### src/rtl/dreq_sampler.sv
module dreq_sampler #(
  parameter int CNT_W   = 8,
  parameter int BUS_LEN = 2
) (
  input  logic             clk,
  input  logic             rst,
  input  logic             start,
  input  logic [CNT_W-1:0] count,
  input  logic             cfg_edge,
  input  logic             cfg_burst,
  input  logic             cfg_single,
  input  logic             cfg_ack_wr,
  input  logic             dreq_n,
  output logic             busy,
  output logic             done,
  output logic             drak,
  output logic             dack,
  output logic             rd_go,
  output logic             wr_go,
  output logic             one_go
);
  localparam int BW = (BUS_LEN > 1) ? $clog2(BUS_LEN) : 1;
  localparam logic [BW-1:0] BC_LAST = BW'(BUS_LEN - 1);
  localparam logic [3:0] OFF_DL = 4'(BUS_LEN + 1);
  localparam logic [3:0] OFF_DE = 4'(BUS_LEN - 1);
  localparam logic [3:0] OFF_SA = 4'd1;

  typedef enum logic [1:0] {PH_IDLE, PH_RD, PH_WR, PH_ONE} ph_t;

  logic             busy_q, done_q;
  logic             edge_m, burst_m, single_m, ackwr_m;
  logic [CNT_W-1:0] left;
  logic             dreq_q, samp_en;
  logic [2:0]       lat;
  ph_t              ph;
  logic [BW-1:0]    bc;
  logic [3:0]       age;
  logic             age_run;

  logic       burst_edge, arm_now, hit, xfer_end, launch;
  logic [3:0] off;

  assign burst_edge = burst_m & edge_m;
  assign off        = single_m ? OFF_SA : (edge_m ? OFF_DE : OFF_DL);
  assign arm_now    = age_run && (age == off);
  assign hit        = busy_q && (samp_en || arm_now) && (left != '0) &&
                      (edge_m ? (dreq_q && !dreq_n) : !dreq_n);
  assign xfer_end   = (ph == PH_WR || ph == PH_ONE) && (bc == BC_LAST);
  assign launch     = (lat == 3'd1) || (xfer_end && burst_edge && left != '0);

  always_ff @(posedge clk) begin
    if (rst) begin
      busy_q   <= 1'b0;
      done_q   <= 1'b0;
      edge_m   <= 1'b0;
      burst_m  <= 1'b0;
      single_m <= 1'b0;
      ackwr_m  <= 1'b0;
      left     <= '0;
      dreq_q   <= 1'b1;
      samp_en  <= 1'b0;
      lat      <= '0;
      ph       <= PH_IDLE;
      bc       <= '0;
      age      <= '0;
      age_run  <= 1'b0;
    end else begin
      dreq_q <= dreq_n;
      done_q <= 1'b0;
      if (!busy_q) begin
        if (start && count != '0) begin
          busy_q   <= 1'b1;
          edge_m   <= cfg_edge;
          burst_m  <= cfg_burst;
          single_m <= cfg_single;
          ackwr_m  <= cfg_ack_wr;
          left     <= count;
          samp_en  <= 1'b1;
        end
      end else begin
        if (hit) begin
          samp_en <= 1'b0;
          lat     <= edge_m ? 3'd4 : 3'd3;
          left    <= left - 1'b1;
        end else begin
          if (arm_now) samp_en <= 1'b1;
          if (lat != '0) lat <= lat - 3'd1;
        end
        if (launch) begin
          ph      <= single_m ? PH_ONE : PH_RD;
          bc      <= '0;
          age     <= '0;
          age_run <= !burst_edge && (left != '0);
          if (lat != 3'd1) left <= left - 1'b1;
        end else begin
          if (age_run) begin
            if (arm_now) age_run <= 1'b0;
            else         age <= age + 4'd1;
          end
          if (ph != PH_IDLE) begin
            if (bc == BC_LAST) begin
              ph <= (ph == PH_RD) ? PH_WR : PH_IDLE;
              bc <= '0;
            end else begin
              bc <= bc + 1'b1;
            end
          end
        end
        if (xfer_end && !launch && left == '0 && lat == '0) begin
          busy_q <= 1'b0;
          done_q <= 1'b1;
        end
      end
    end
  end

  assign busy   = busy_q;
  assign done   = done_q;
  assign rd_go  = (ph == PH_RD)  && (bc == '0);
  assign wr_go  = (ph == PH_WR)  && (bc == '0);
  assign one_go = (ph == PH_ONE) && (bc == '0);
  assign drak   = rd_go | one_go;
  assign dack   = (ph == PH_ONE) || (ph == PH_RD && !ackwr_m) || (ph == PH_WR && ackwr_m);
endmodule

### config.mk
export PLATFORM = sky130hd
export DESIGN_NAME = dreq_sampler
export DESIGN_NICKNAME = d
export VERILOG_FILES = /design/src/rtl/dreq_sampler.sv
export SDC_FILE = /design/constraint.sdc
export NUM_CORES = 1
export LEC_CHECK = 0
export BUFFER_PORTS_ARGS = -buffer_cell sky130_fd_sc_hd__buf_2
export CORE_MARGIN = 10
export CORE_UTILIZATION = 60
export DETAILED_ROUTE_END_ITERATION = 10
export PLACE_DENSITY = 0.79
export SYNTH_ARGS = -nofsm -noshare
export SYNTH_HDL_FRONTEND = slang
export SYNTH_SLANG_ARGS = --single-unit
### constraint.sdc
create_clock -name clk -period 6.9 [get_ports clk]
set_clock_uncertainty 0.2 [all_clocks]
set_input_delay 0.345 -clock clk [delete_from_list [all_inputs] [get_ports clk]]
set_output_delay 0.345 -clock clk [all_outputs]
set_load 0.03 [all_outputs]
# --- Yosys cells after proc, flatten, opt, wreduce, memory -nomap -nowiden ---
# Index checks and enable logic that the tools add are counted.
classes:
  add_sub_neg: 4
  eq_ne: 8
  mux: 33
  bitwise: 4
  reduce_logical: 45
ops:
  columns: ["cell", "count"]
  rows:
  - ["8-bit 2-to-1 mux", 5]
  - ["1-bit logical AND", 18]
  - ["8-bit nonzero test", 2]
  - ["1-bit 2-to-1 mux", 15]
  - ["2-bit 2-to-1 mux", 7]
  - ["4-bit 2-to-1 mux", 3]
  - ["2-bit nonzero test", 6]
  - ["3-bit 2-to-1 mux", 3]
  - ["8-bit logical NOT", 1]
  - ["2-bit AND reduction", 4]
  - ["8-bit by 1-bit subtractor with 8-bit output, second input constant", 1]
  - ["3-bit by 1-bit != test with 1-bit output, second input constant", 2]
  - ["3-bit AND reduction", 2]
  - ["1-bit logical OR", 5]
  - ["4-bit by 1-bit adder with 4-bit output, second input constant", 1]
  - ["2-bit == test, second input constant", 2]
  - ["4-bit by 2-bit == test with 1-bit output", 1]
  - ["1-bit logical NOT", 4]
  - ["3-bit by 1-bit == test with 1-bit output, second input constant", 1]
  - ["3-bit logical NOT", 1]
  - ["3-bit nonzero test", 1]
  - ["3-bit by 1-bit subtractor with 3-bit output, second input constant", 1]
  - ["2-bit by 1-bit == test with 1-bit output, second input constant", 1]
  - ["2-bit by 1-bit != test with 1-bit output, second input constant", 1]
  - ["5 further kinds", 6]
totals:
  register_bits: 27
  inputBits: 16
  out_inout_bits: 7
  elab_cells: 108

# --- Longest topological paths before layout ---
logic_depth:
  word_depth: 12
  mapped_depth: 8
  ltp_nobuf: 8

# --- Least setup slack after synthesis ---
# No wires, ideal clock.
synth_timing:
  path_kind: "flip-flop to flip-flop"
  start: "reg left[2]"
  end: "reg left[1]"
  setup_ns: 0.086
  arrival_time_ns: 2.150
  t_required_ns: 6.614
  slack_ns: 4.464
  stages_incl_launch_ff: 8
  n_path_buf: 1
  period_less_slack_ns: 2.436
  cell_sequence: "dfxtp_1 or4_4 nor4b_4 or4_4 buf_6 and2_2 mux2_2 a211oi_1"
synth_via:
  elab_chain_cells: 7
  word_cells_on_any_way: 9
  classes_between: "4 x mux; 5 x reduce/logical"
synth_rtl:
  columns: ["element", "line_no", "source"]
  rows:
  - ["from (decl)", "32", "logic [CNT_W-1:0] left;"]
  - ["from (signal assigned)", "77", "left <= count;"]
  - ["from (signal assigned)", "84", "left <= left - 1'b1;"]
  - ["from (signal assigned)", "94", "if (lat != 3'd1) left <= left - 1'b1;"]
  - ["8-bit nonzero test (*)", "46, 49", null]
  - ["1-bit logical AND (2 in a row)", "46", "assign hit = busy_q && (samp_en || arm_now) && (left != '0) &&"]
  - ["8-bit 2-to-1 mux", "81", "if (hit) begin"]
  - ["8-bit 2-to-1 mux", "94", null]
  - ["8-bit 2-to-1 mux (*)", "89", "if (launch) begin"]
  - ["8-bit 2-to-1 mux (*)", "70", "if (!busy_q) begin"]
# Every way passes the cells marked *; elsewhere a longest branch is shown, timed or not.
# A chain may end at the register's enable or synchronous reset.

# --- Worst setup path after layout ---
layout_timing:
  start: "reg busy_q (netlist: busy)"
  end: "reg left[3]"
layout_via:
  elab_chain_cells: 7
  word_cells_on_any_way: 8
  classes_between: "4 x mux; 4 x reduce/logical"
layout_rtl:
  columns: ["element", "line_no", "source"]
  rows:
  - ["from (decl)", "30", "logic busy_q, done_q;"]
  - ["from (signal assigned)", "53", "busy_q <= 1'b0;"]
  - ["from (signal assigned)", "72", "busy_q <= 1'b1;"]
  - ["from (signal assigned)", "110", "busy_q <= 1'b0;"]
  - ["1-bit logical AND (3 in a row)", "46", null]
  - ["8-bit 2-to-1 mux", "81", null]
  - ["8-bit 2-to-1 mux", "94", null]
  - ["8-bit 2-to-1 mux", "89", null]
  - ["8-bit 2-to-1 mux", "70", null]
# Several ways; a longest one is shown, not always the timed one.

==> flow_summary.toml <==
[drt]
ant_nets = 0
route.detailed.drc = 0
drt_iter0_markers = 124
first_pass_iters = 4
route.detailed.wl_per_inst_um = 14.7
via_per_inst = 5.86
num_vias = 1336
drt_wl_total_um = 3360

[logic_synthesis]
ys_seq_area_frac = 0.352
synth_nets = 202
syn_area_um2 = 1540
yosys_register_bits = 27
ys_warn_count = 0
syn_area_per_cell_um2 = 8.54
synth_ff_type = "dfxtp_1"
synth_edf_count = 0
synthArstFlopShare = 0
synth.distinct_cells = 46
synthCells = 180

[die]
num_rows = 18
initial_core_util = 0.626
coreArea_um2 = 2450
pin_count = 23
die_area_um2 = 4990
die_w_um = 70.6
die_y_um = 70.6

[sta]
tightest_slew_ps = 932
rsz0062_at_grt = "no"
max_freq_mhz = 364
setup_tns_ps = 0
layout_setup_ws_ps = 4150
min_period_ps = 2750
slew_headroom = 0.378
setup_viol = 0
fin_crit_sh = 0.398
finalHoldViolCount = 0
maxSlewViolCount = 0

[clock_tree]
path_clk_slew_ps = 150
clk_latency_ps = 320
cts_max_level = 1
ctsResizeCount = 0
postCtsHoldBufs = 0
root_buffer = "clkbuf_4"
cts_tree = "built"
cts_made_buffers = 3
max-clock-path-buffers = 2
post-cts-setup-buffer-count = 0
cts_sinks = 27

[power_and_ir_drop]
ir_drop_mv = 0.156
p_leak_nw = 0.651
powerDensity_nw_per_um2 = 194

[cells_and_area]
nNetsFinal = 221
antenna_cells = 0
mostFrequentLayoutCells = "27 x dfxtp_1, 22 x buf_2, 19 x nor2_1, 14 x nand2_1, 14 x a21oi_1"
synthToLayoutAreaGrowth_pct = 8.71
fillerInstances = 200
fin_cells = 228
final_core_util = 0.681
multi_input_area_um2 = 930
drive_above_1_share = 0.197
final_common_cell = "dfxtp_1"
ff_latch_area_um2 = 541

[place]
port_buffers = 22
placed_cells = 224
dp_hpwl_um = 2530
routabilityCongestion = 0.842
pre_cts_ws_ps = 4190

[grt]
grt_use_met2 = 0.229
grt_use_total = 0.131
use_met1 = 0.163
antenna_found_initial = 0
grt_pass1_wl_um = 5800
grt_busiest_layer = "met2"
met3_usage = 0.0195
grt_start_max_net_pins = 30
overflow = 0
grt_pass1_vias = 1333

[run]
drv_cap = 0

[status]
outcome = "complete, no violations"

[setup_path]
cp.required_ps = 6960
cp_max_fo = 29
cp-start-kind = "register"
end_kind = "register"
arrival_ps = 2810
critical_path_class = "register to register"

[hold_path]
hp-class = "input pin to register"
critical path, stage by stage, from the launching register on:
cell and delay [ps]:
dfxtp_1 960, nand3b_1 120, or3_2 620, a2111oi_2 430
xnor2_1 120, a211oi_2 220
cells by family (layout without fill, tap and decap cells):
| family | count (synthesis) | after routing | synth area share |
|---|---|---|---|
| xor+xnor | 8 | 8 | 0.0456 |
| buf+inv | 15 | 33 | 0.0439 |
| flops | 27 | 27 | 0.352 |
| fa+ha+maj | 6 | 6 | 0.0488 |
| compound gates | 44 | 44 | 0.188 |
| mux | 9 | 9 | 0.0602 |
| simple gates | 71 | 71 | 0.262 |
registers in the layout, summed over array words and instances, names as in the netlist:
signal and count:
bc 1, ackwr_m 1, age 4, edge_m 1, burst_m 1, single_m 1, lat 3, done 1
samp_en 1, dreq_q 1, busy 1, ph 2, age_run 1, left 8
layer usage:
layer / wire [um] / up-vias / part of all wire
li1: - / 685 / -
met1: 1480 / 624 / 0.44
met2: 1720 / 23 / 0.51
met3: 114 / 4 / 0.034
met4: 38 / 0 / 0.011
met5: 0 / - / 0
worst paths after layout:
kind	end	startpoint	slack, ps	depth (start not counted)
worst max register to register	left[3]	busy	4150	5
worst max-delay path	left[3]	busy	4150	5
worst min register to register	age_run	age_run	310	2
worst min-delay path	dreq_q	dreq_n	20	2
final cells by class:
class,instances,share of cell area
clock inverter,1,0.00299
clock buffer,3,0.0135
timing repair buffer,22,0.0659
sequential,27,0.323
tap,30,0.0225
inverter,7,0.0157
multi-input combinational,138,0.556
metrics by stage:
step,instance area (um2),power [W],hold WS [ps]
after floorplan,1540,0.000237,249
after global placement,1640,0.000253,269
after detailed placement,1640,0.000257,296
after CTS,1670,0.000327,13.7
after global routing,1670,0.000340,26.7
final,1670,0.000324,20.3
report_power, final:
group | switching [W] | total (W) | internal (W)
Sequential | 0.0000138 | 0.000180 | 0.000167
Combinational | 0.0000399 | 0.0000740 | 0.0000341
Clock | 0.0000477 | 0.0000695 | 0.0000218
Total | 0.000101 | 0.000324 | 0.000222
cells in the mapped netlist, types with 2 or more instances:
master,n,area (um2)
a211oi_1,8,60.1
a21oi_1,14,70.1
a221oi_1,2,17.5
a22oi_1,2,15.0
a31oi_1,2,12.5
and2_1,4,25.0
clkbuf_1,6,22.5
dfxtp_1,27,541
ha_1,6,75.1
inv_1,7,26.3
mux2_2,2,22.5
mux2i_1,7,70.1
nand2_1,14,52.6
nand2b_1,4,25.0
nand3_1,2,10.0
nor2_1,19,71.3
nor2b_1,3,18.8
nor3_1,4,20.0
nor3b_1,2,15.0
nor4_1,2,12.5
o21ai_0,7,35.0
o22ai_1,2,12.5
o31ai_1,2,15.0
or2_2,2,12.5
or3_1,2,12.5
or4_4,2,22.5
xnor2_1,7,61.3
No activity file was read; power rests on OpenSTA's default activity.
